--- config.mk ---
export PLATFORM = sky130hd
export DESIGN_NAME = btb_predictor
export DESIGN_NICKNAME = d
export VERILOG_FILES = /design/src/rtl/btb_pkg.sv /design/src/rtl/btb_lookup.sv /design/src/rtl/btb_ctr_step.sv /design/src/rtl/btb_rr_ptr.sv /design/src/rtl/btb_predictor.sv
export SDC_FILE = /design/constraint.sdc
export NUM_CORES = 2
export LEC_CHECK = 0
export BUFFER_PORTS_ARGS = -buffer_cell sky130_fd_sc_hd__buf_4
export CAP_MARGIN = 0
export CORE_UTILIZATION = 45
export CTS_CLUSTER_DIAMETER = 80
export DETAILED_ROUTE_END_ITERATION = 8
export PLACE_DENSITY = 0.71
export SLEW_MARGIN = 20
export SYNTH_ARGS = -nofsm -noshare
export SYNTH_HDL_FRONTEND = slang
export SYNTH_HIERARCHICAL = 1
export SYNTH_SLANG_ARGS = --single-unit
--- constraint.sdc ---
create_clock -name clk -period 12.3 [get_ports clk]
set_input_delay 1.23 -clock clk [delete_from_list [all_inputs] [get_ports clk]]
set_output_delay 1.23 -clock clk [all_outputs]
set_load 0.05 [all_outputs]
--- src/rtl/btb_pkg.sv ---
package btb_pkg;
    // 2-bit direction predictor encoding; bit 1 is the predicted direction
    localparam logic [1:0] BST_SNT = 2'b00;
    localparam logic [1:0] BST_WNT = 2'b01;
    localparam logic [1:0] BST_WT  = 2'b10;
    localparam logic [1:0] BST_ST  = 2'b11;
endpackage

--- src/rtl/btb_lookup.sv ---
module btb_lookup #(
    parameter int PC_W    = 32,
    parameter int ENTRIES = 16,
    localparam int IDX_W  = $clog2(ENTRIES)
) (
    input  logic [PC_W-1:0]               key,
    input  logic [ENTRIES-1:0]            valid,
    input  logic [ENTRIES-1:0][PC_W-1:0]  tags,
    output logic [ENTRIES-1:0]            match,
    output logic                          hit,
    output logic [IDX_W-1:0]              idx
);
    // one comparator per slot
    for (genvar g = 0; g < ENTRIES; g++) begin : g_cmp
        assign match[g] = valid[g] && (tags[g] == key);
    end

    assign hit = |match;

    always_comb begin
        idx = '0;
        for (int i = ENTRIES - 1; i >= 0; i--) begin
            if (match[i]) idx = IDX_W'(i);
        end
    end
endmodule

--- src/rtl/btb_ctr_step.sv ---
module btb_ctr_step (
    input  logic [1:0] cur,
    input  logic       taken,
    output logic [1:0] nxt
);
    import btb_pkg::*;
    always_comb begin
        nxt = cur;
        if (taken && cur != BST_ST)       nxt = cur + 2'd1;
        else if (!taken && cur != BST_SNT) nxt = cur - 2'd1;
    end
endmodule

--- src/rtl/btb_rr_ptr.sv ---
module btb_rr_ptr #(
    parameter int ENTRIES = 16,
    localparam int IDX_W  = $clog2(ENTRIES)
) (
    input  logic             clk,
    input  logic             rst,
    input  logic             adv,
    output logic [IDX_W-1:0] ptr
);
    localparam logic [IDX_W-1:0] LAST = IDX_W'(ENTRIES - 1);

    logic [IDX_W-1:0] ptr_d, ptr_q;

    always_comb begin
        ptr_d = ptr_q;
        if (adv) ptr_d = (ptr_q == LAST) ? '0 : ptr_q + 1'b1;
    end

    always_ff @(posedge clk) begin
        if (rst) ptr_q <= '0;
        else     ptr_q <= ptr_d;
    end

    assign ptr = ptr_q;

    a_r11_ptr_wrap: assert property (@(posedge clk) disable iff (rst)
        adv && ptr_q == LAST |=> ptr_q == '0);
    a_r5_ptr_hold: assert property (@(posedge clk) disable iff (rst)
        !adv |=> ptr_q == $past(ptr_q));
endmodule

--- src/rtl/btb_predictor.sv ---
module btb_predictor #(
    parameter int PC_W       = 32,
    parameter int ENTRIES    = 16,
    parameter int INSN_BYTES = 4,
    localparam int IDX_W     = $clog2(ENTRIES)
) (
    input  logic            clk,
    input  logic            rst,
    input  logic [PC_W-1:0] fetch_pc,
    output logic [PC_W-1:0] pred_npc,
    output logic            pred_taken,
    input  logic            res_valid,
    input  logic [PC_W-1:0] res_pc,
    input  logic [PC_W-1:0] res_target,
    input  logic            res_taken,
    input  logic            res_pred_taken,
    input  logic [PC_W-1:0] res_pred_target,
    output logic            flush,
    output logic [PC_W-1:0] redirect_pc
);
    import btb_pkg::*;

    localparam logic [PC_W-1:0] STEP = PC_W'(INSN_BYTES);

    typedef struct packed {
        logic [ENTRIES-1:0]           valid;
        logic [ENTRIES-1:0][PC_W-1:0] tag;
        logic [ENTRIES-1:0][PC_W-1:0] tgt;
        logic [ENTRIES-1:0][1:0]      st;
    } tbl_t;

    tbl_t tbl_d, tbl_q;

    logic [ENTRIES-1:0] f_match, r_match;
    logic               f_hit, r_hit;
    logic [IDX_W-1:0]   f_idx, r_idx, ptr, upd_idx;
    logic [1:0]         cur_st, nxt_st;
    logic               alloc, do_write;

    btb_lookup #(.PC_W(PC_W), .ENTRIES(ENTRIES)) i_fetch_lookup (
        .key(fetch_pc), .valid(tbl_q.valid), .tags(tbl_q.tag),
        .match(f_match), .hit(f_hit), .idx(f_idx));

    btb_lookup #(.PC_W(PC_W), .ENTRIES(ENTRIES)) i_res_lookup (
        .key(res_pc), .valid(tbl_q.valid), .tags(tbl_q.tag),
        .match(r_match), .hit(r_hit), .idx(r_idx));

    btb_rr_ptr #(.ENTRIES(ENTRIES)) i_ptr (
        .clk(clk), .rst(rst), .adv(alloc), .ptr(ptr));

    btb_ctr_step i_ctr (.cur(cur_st), .taken(res_taken), .nxt(nxt_st));

    // prediction path
    always_comb begin
        pred_taken = f_hit && tbl_q.st[f_idx][1];
        pred_npc   = pred_taken ? tbl_q.tgt[f_idx] : fetch_pc + STEP;
    end

    // resolution path
    always_comb begin
        alloc    = res_valid && !r_hit && res_taken;
        do_write = res_valid && (r_hit || res_taken);
        upd_idx  = r_hit ? r_idx : ptr;
        cur_st   = r_hit ? tbl_q.st[r_idx] : BST_WNT;

        tbl_d = tbl_q;
        if (do_write) begin
            tbl_d.valid[upd_idx] = 1'b1;
            tbl_d.tag[upd_idx]   = res_pc;
            tbl_d.st[upd_idx]    = nxt_st;
            if (res_taken) tbl_d.tgt[upd_idx] = res_target;
        end

        flush = res_valid && ((res_pred_taken != res_taken) ||
                              (res_pred_taken && res_pred_target != res_target));
        redirect_pc = res_taken ? res_target : res_pc + STEP;
    end

    always_ff @(posedge clk) begin
        if (rst) tbl_q <= '0;
        else     tbl_q <= tbl_d;
    end

    a_r1_clear_after_reset: assert property (@(posedge clk) disable iff (rst)
        $past(rst) |-> !pred_taken);
    a_r4_alloc_lands: assert property (@(posedge clk) disable iff (rst)
        alloc |=> tbl_q.valid[$past(ptr)] && tbl_q.tag[$past(ptr)] == $past(res_pc)
                  && tbl_q.st[$past(ptr)] == BST_WT);
    a_r6_sat_top: assert property (@(posedge clk) disable iff (rst)
        res_valid && r_hit && res_taken && tbl_q.st[r_idx] == BST_ST
        |=> tbl_q.st[$past(r_idx)] == BST_ST);
    a_r6_sat_bottom: assert property (@(posedge clk) disable iff (rst)
        res_valid && r_hit && !res_taken && tbl_q.st[r_idx] == BST_SNT
        |=> tbl_q.st[$past(r_idx)] == BST_SNT);
    a_r10_flush_needs_valid: assert property (@(posedge clk) disable iff (rst)
        flush |-> res_valid);
    a_r11_unique_match: assert property (@(posedge clk) disable iff (rst)
        $onehot0(f_match) && $onehot0(r_match));
endmodule

==> results by group <==
Power and ir drop
  – PwrDens: between 100 and 150 nW/um2
  – Internal power: 5.74 mW
  – Maximum VDD drop: 0.000107 V
  – Pleak: 23.2 nW
  – Register share of total power: 45.2%
  – Sw Ratio: 26.3%
  – Clock power share: 45.5%
  – Logic pwr share: 9.3%
  – Switching pwr: 2.05 mW

Worst setup path
  – CP Capture Type: primary output
  – CP required: 11070 ps
  – Crit path kind: input pin to primary output
  – RR Startpoint: tbl_q[694]
  – Top fanout value on the critical path: between 60 and 70
  – Crit path from: fetch_pc[24]
  – Critical Path Start Type: input pin
  – Crit path DAT: 7500 ps

CTS
  – Clk root buf: clkbuf_16
  – TritonCTS Sinks: 1076
  – Post-CTS Resized: 0
  – H-tree lvl count: 3
  – Clock transition at path regs: 60 ps
  – Postcts setup bufs: 0
  – Clock Latency Late Sink: 740 ps
  – Hold buffer count at CTS: 0
  – CTS tree: yes
  – TritonCTS buffer count: 110
  – Longest Clk Path Bufs: 3

Synthesis
  – Share of flip-flops with an asynchronous set or reset: 0%
  – Cells after Synth: 6813
  – Largest cells by area after synthesis: dfxtp_1 38%, xor2_1 14%, nand2_1 11%
  – Sequential cell area fraction in the yosys report: a little under two fifths
  – Syn nets: about 7000
  – Seq cells post-synth: approximately 1100
  – Cell area after synthesis: 56900 um2
  – Commonest cells in the netlist: 1694 x nand2_1, 1076 x dfxtp_1, 941 x xor2_1
  – Synth warn: 6
  – Unique cell type count in the Yosys netlist: 66
  – Synth Flop Type: dfxtp_1
  – Synth area leader: dfxtp_1
  – Top-count cell post-synth: nand2_1
  – Yosys top cell area share: 37.8%
  – Number of enable flip-flop cells after synthesis: 0
  – Avg Inst Size Synth: 8.36 um2

Route
  – Detailed Route WL: ~200000 um
  – Routed via count: 50400
  – Antenna Violating Nets Remaining: 0
  – Initial drt markers: 6855
  – DR vias/cell: 6.07
  – Wire per inst: between 20 and 25 um
  – # DRC: 0
  – Drt pass-1 iters: 6

Floorplanning
  – IO Pins: around 200
  – Die width: 358 um
  – Site Rows: between 100 and 150
  – Core Box Area: 126000 um2
  – Die area: 128000 um2
  – Die outline height: 358 um
  – Initial core utilization: 45.3%

Global route
  – Largest net degree at the start of global routing: 214
  – GRT Resource Usage Total: 31.0%
  – First-pass GRT wire length: 300000 um
  – Vias in the first global route: around 48000
  – Antenna violations before repair: 8
  – GRT overflow: 0

Timing
  – Max-Slew Margin vs Limit: approximately 18%
  – Worst slew pin tran: between 1000 and 1500 ps
  – RSZ-0062 raised after global routing: false
  – Hold_ws: 453 ps
  – Tmin final: 8730 ps
  – Pins Over Slew Limit: 0
  – Final setup violating endpoints: 0
  – TNS Setup: 0 ps
  – Period Utilization, post-route: a little under three quarters
  – Clock Skew: approximately 50 ps
  – Max Clk Rate: roughly 110 MHz
  – Final Hold Fails: 0

Layout
  – Layout Nets: 6707
  – Reg area: 21500 um2
  – Layout cells sized above 1: 10.3%
  – Post-Layout Cell Count: about 8300
  – Area occupied by multi-input gates: 32400 um2
  – Area grow syn2layout: 8.98%
  – Final core utilization: 49.4%
  – # fillers: 11600

Placed design
  – Routability Congestion: 0.930
  – PortBufs: 198
  – DP HPWL: 119000 um
  – Post-Place Cells: 8107

Job
  – Max_cap viols: 0

Run status
  – Status: finished, final reports clean

Hold path
  – Worst hold path type: register to register
  – Hold_sp: tbl_q[517]
-- registers in the layout, summed over array words and instances (netlist names) --
name,count
tbl_q,1072
i_ptr/ptr,4
-- logic make-up after synthesis --
logic type                 synth area share [%]
DFF                                        37.8
and+or+nand+nor                            19.8
xor gates and xnor gates                   17.0
adders and majority gates                 0.110
AOI/OAI and AO/OA                          8.73
buffers and inverters                      5.61
muxes                                      10.9
-- through the flow --
step	area [um2]	setup WS [ps]	total power, mW
floorplan	56900	5950	4.04
global placement	58300	3890	4.28
detailed placement	58300	3850	4.29
CTS	62000	3840	7.76
global route	62100	3500	7.96
finish	62100	3570	7.78
-- metal layers --
| layer | track usage, % | up-vias | share of wire [%] |
|---|---|---|---|
| met5 | 0 | - | 0.034 |
| met4 | 19.3 | 10 | 6.9 |
| met3 | 8.33 | 866 | 13 |
| met2 | 47.3 | 3314 | 43 |
| met1 | 38.8 | 24100 | 37 |
| li1 | - | 22100 | - |
-- power by group through the flow --
stage	logic (mW)	clock network, mW	registers (mW)
2_1_floorplan	0.453	0	3.59
3_3_place_gp	0.685	0	3.59
3_5_place_dp	0.693	0	3.59
4_1_cts	0.696	3.55	3.51
5_1_grt	0.741	3.70	3.51
6_report	0.723	3.55	3.52
-- area by class of cell --
| type | instances | area share, % |
|---|---|---|
| repair buffers | 286 | 3.56 |
| multi-input cells | 5071 | 52.1 |
| clock buffers | 156 | 5.15 |
| inverters | 24 | 0.145 |
| diodes | 2 | 0.00806 |
| clock inverters | 45 | 0.954 |
| flip-flops and latches | 1076 | 34.7 |
| well taps | 1650 | 3.33 |
-- worst max-delay path, cell delays in order --
cell	delay [ps]
buf_4	550
xor2_1	160
nor4_1	350
nand3_1	170
nor3_1	440
o211ai_1	230
a211oi_2	260
o31ai_1	170
a211oi_4	280
buf_4	860
buf_4	1020
mux4_2	600
a22oi_1	200
nand2_1	230
mux2_1	410
buf_4	210
-- final timing paths --
path / end / slack (ps) / cells past startpoint
setup / recovery: pred_npc[16] / 3570 / 16
hold / removal: tbl_q[517] / 450 / 2
setup reg to reg: tbl_q[20] / 6480 / 18
hold reg to reg: tbl_q[517] / 450 / 2
-- cell usage in the layout, fill, tap and decap left out, types with 51 or more instances in the layout --
master and instances:
nor2_1 318, xnor2_1 167, mux2i_1 271, mux4_2 140, clkbuf_16 112, nor4_1 225
buf_4 280, a22oi_1 51, nand2_1 1694, nor3_1 60, a21oi_1 809, nand4_1 76
nand3_1 76, dfxtp_1 1076, xor2_1 941
(Power assumes the default switching activity.)
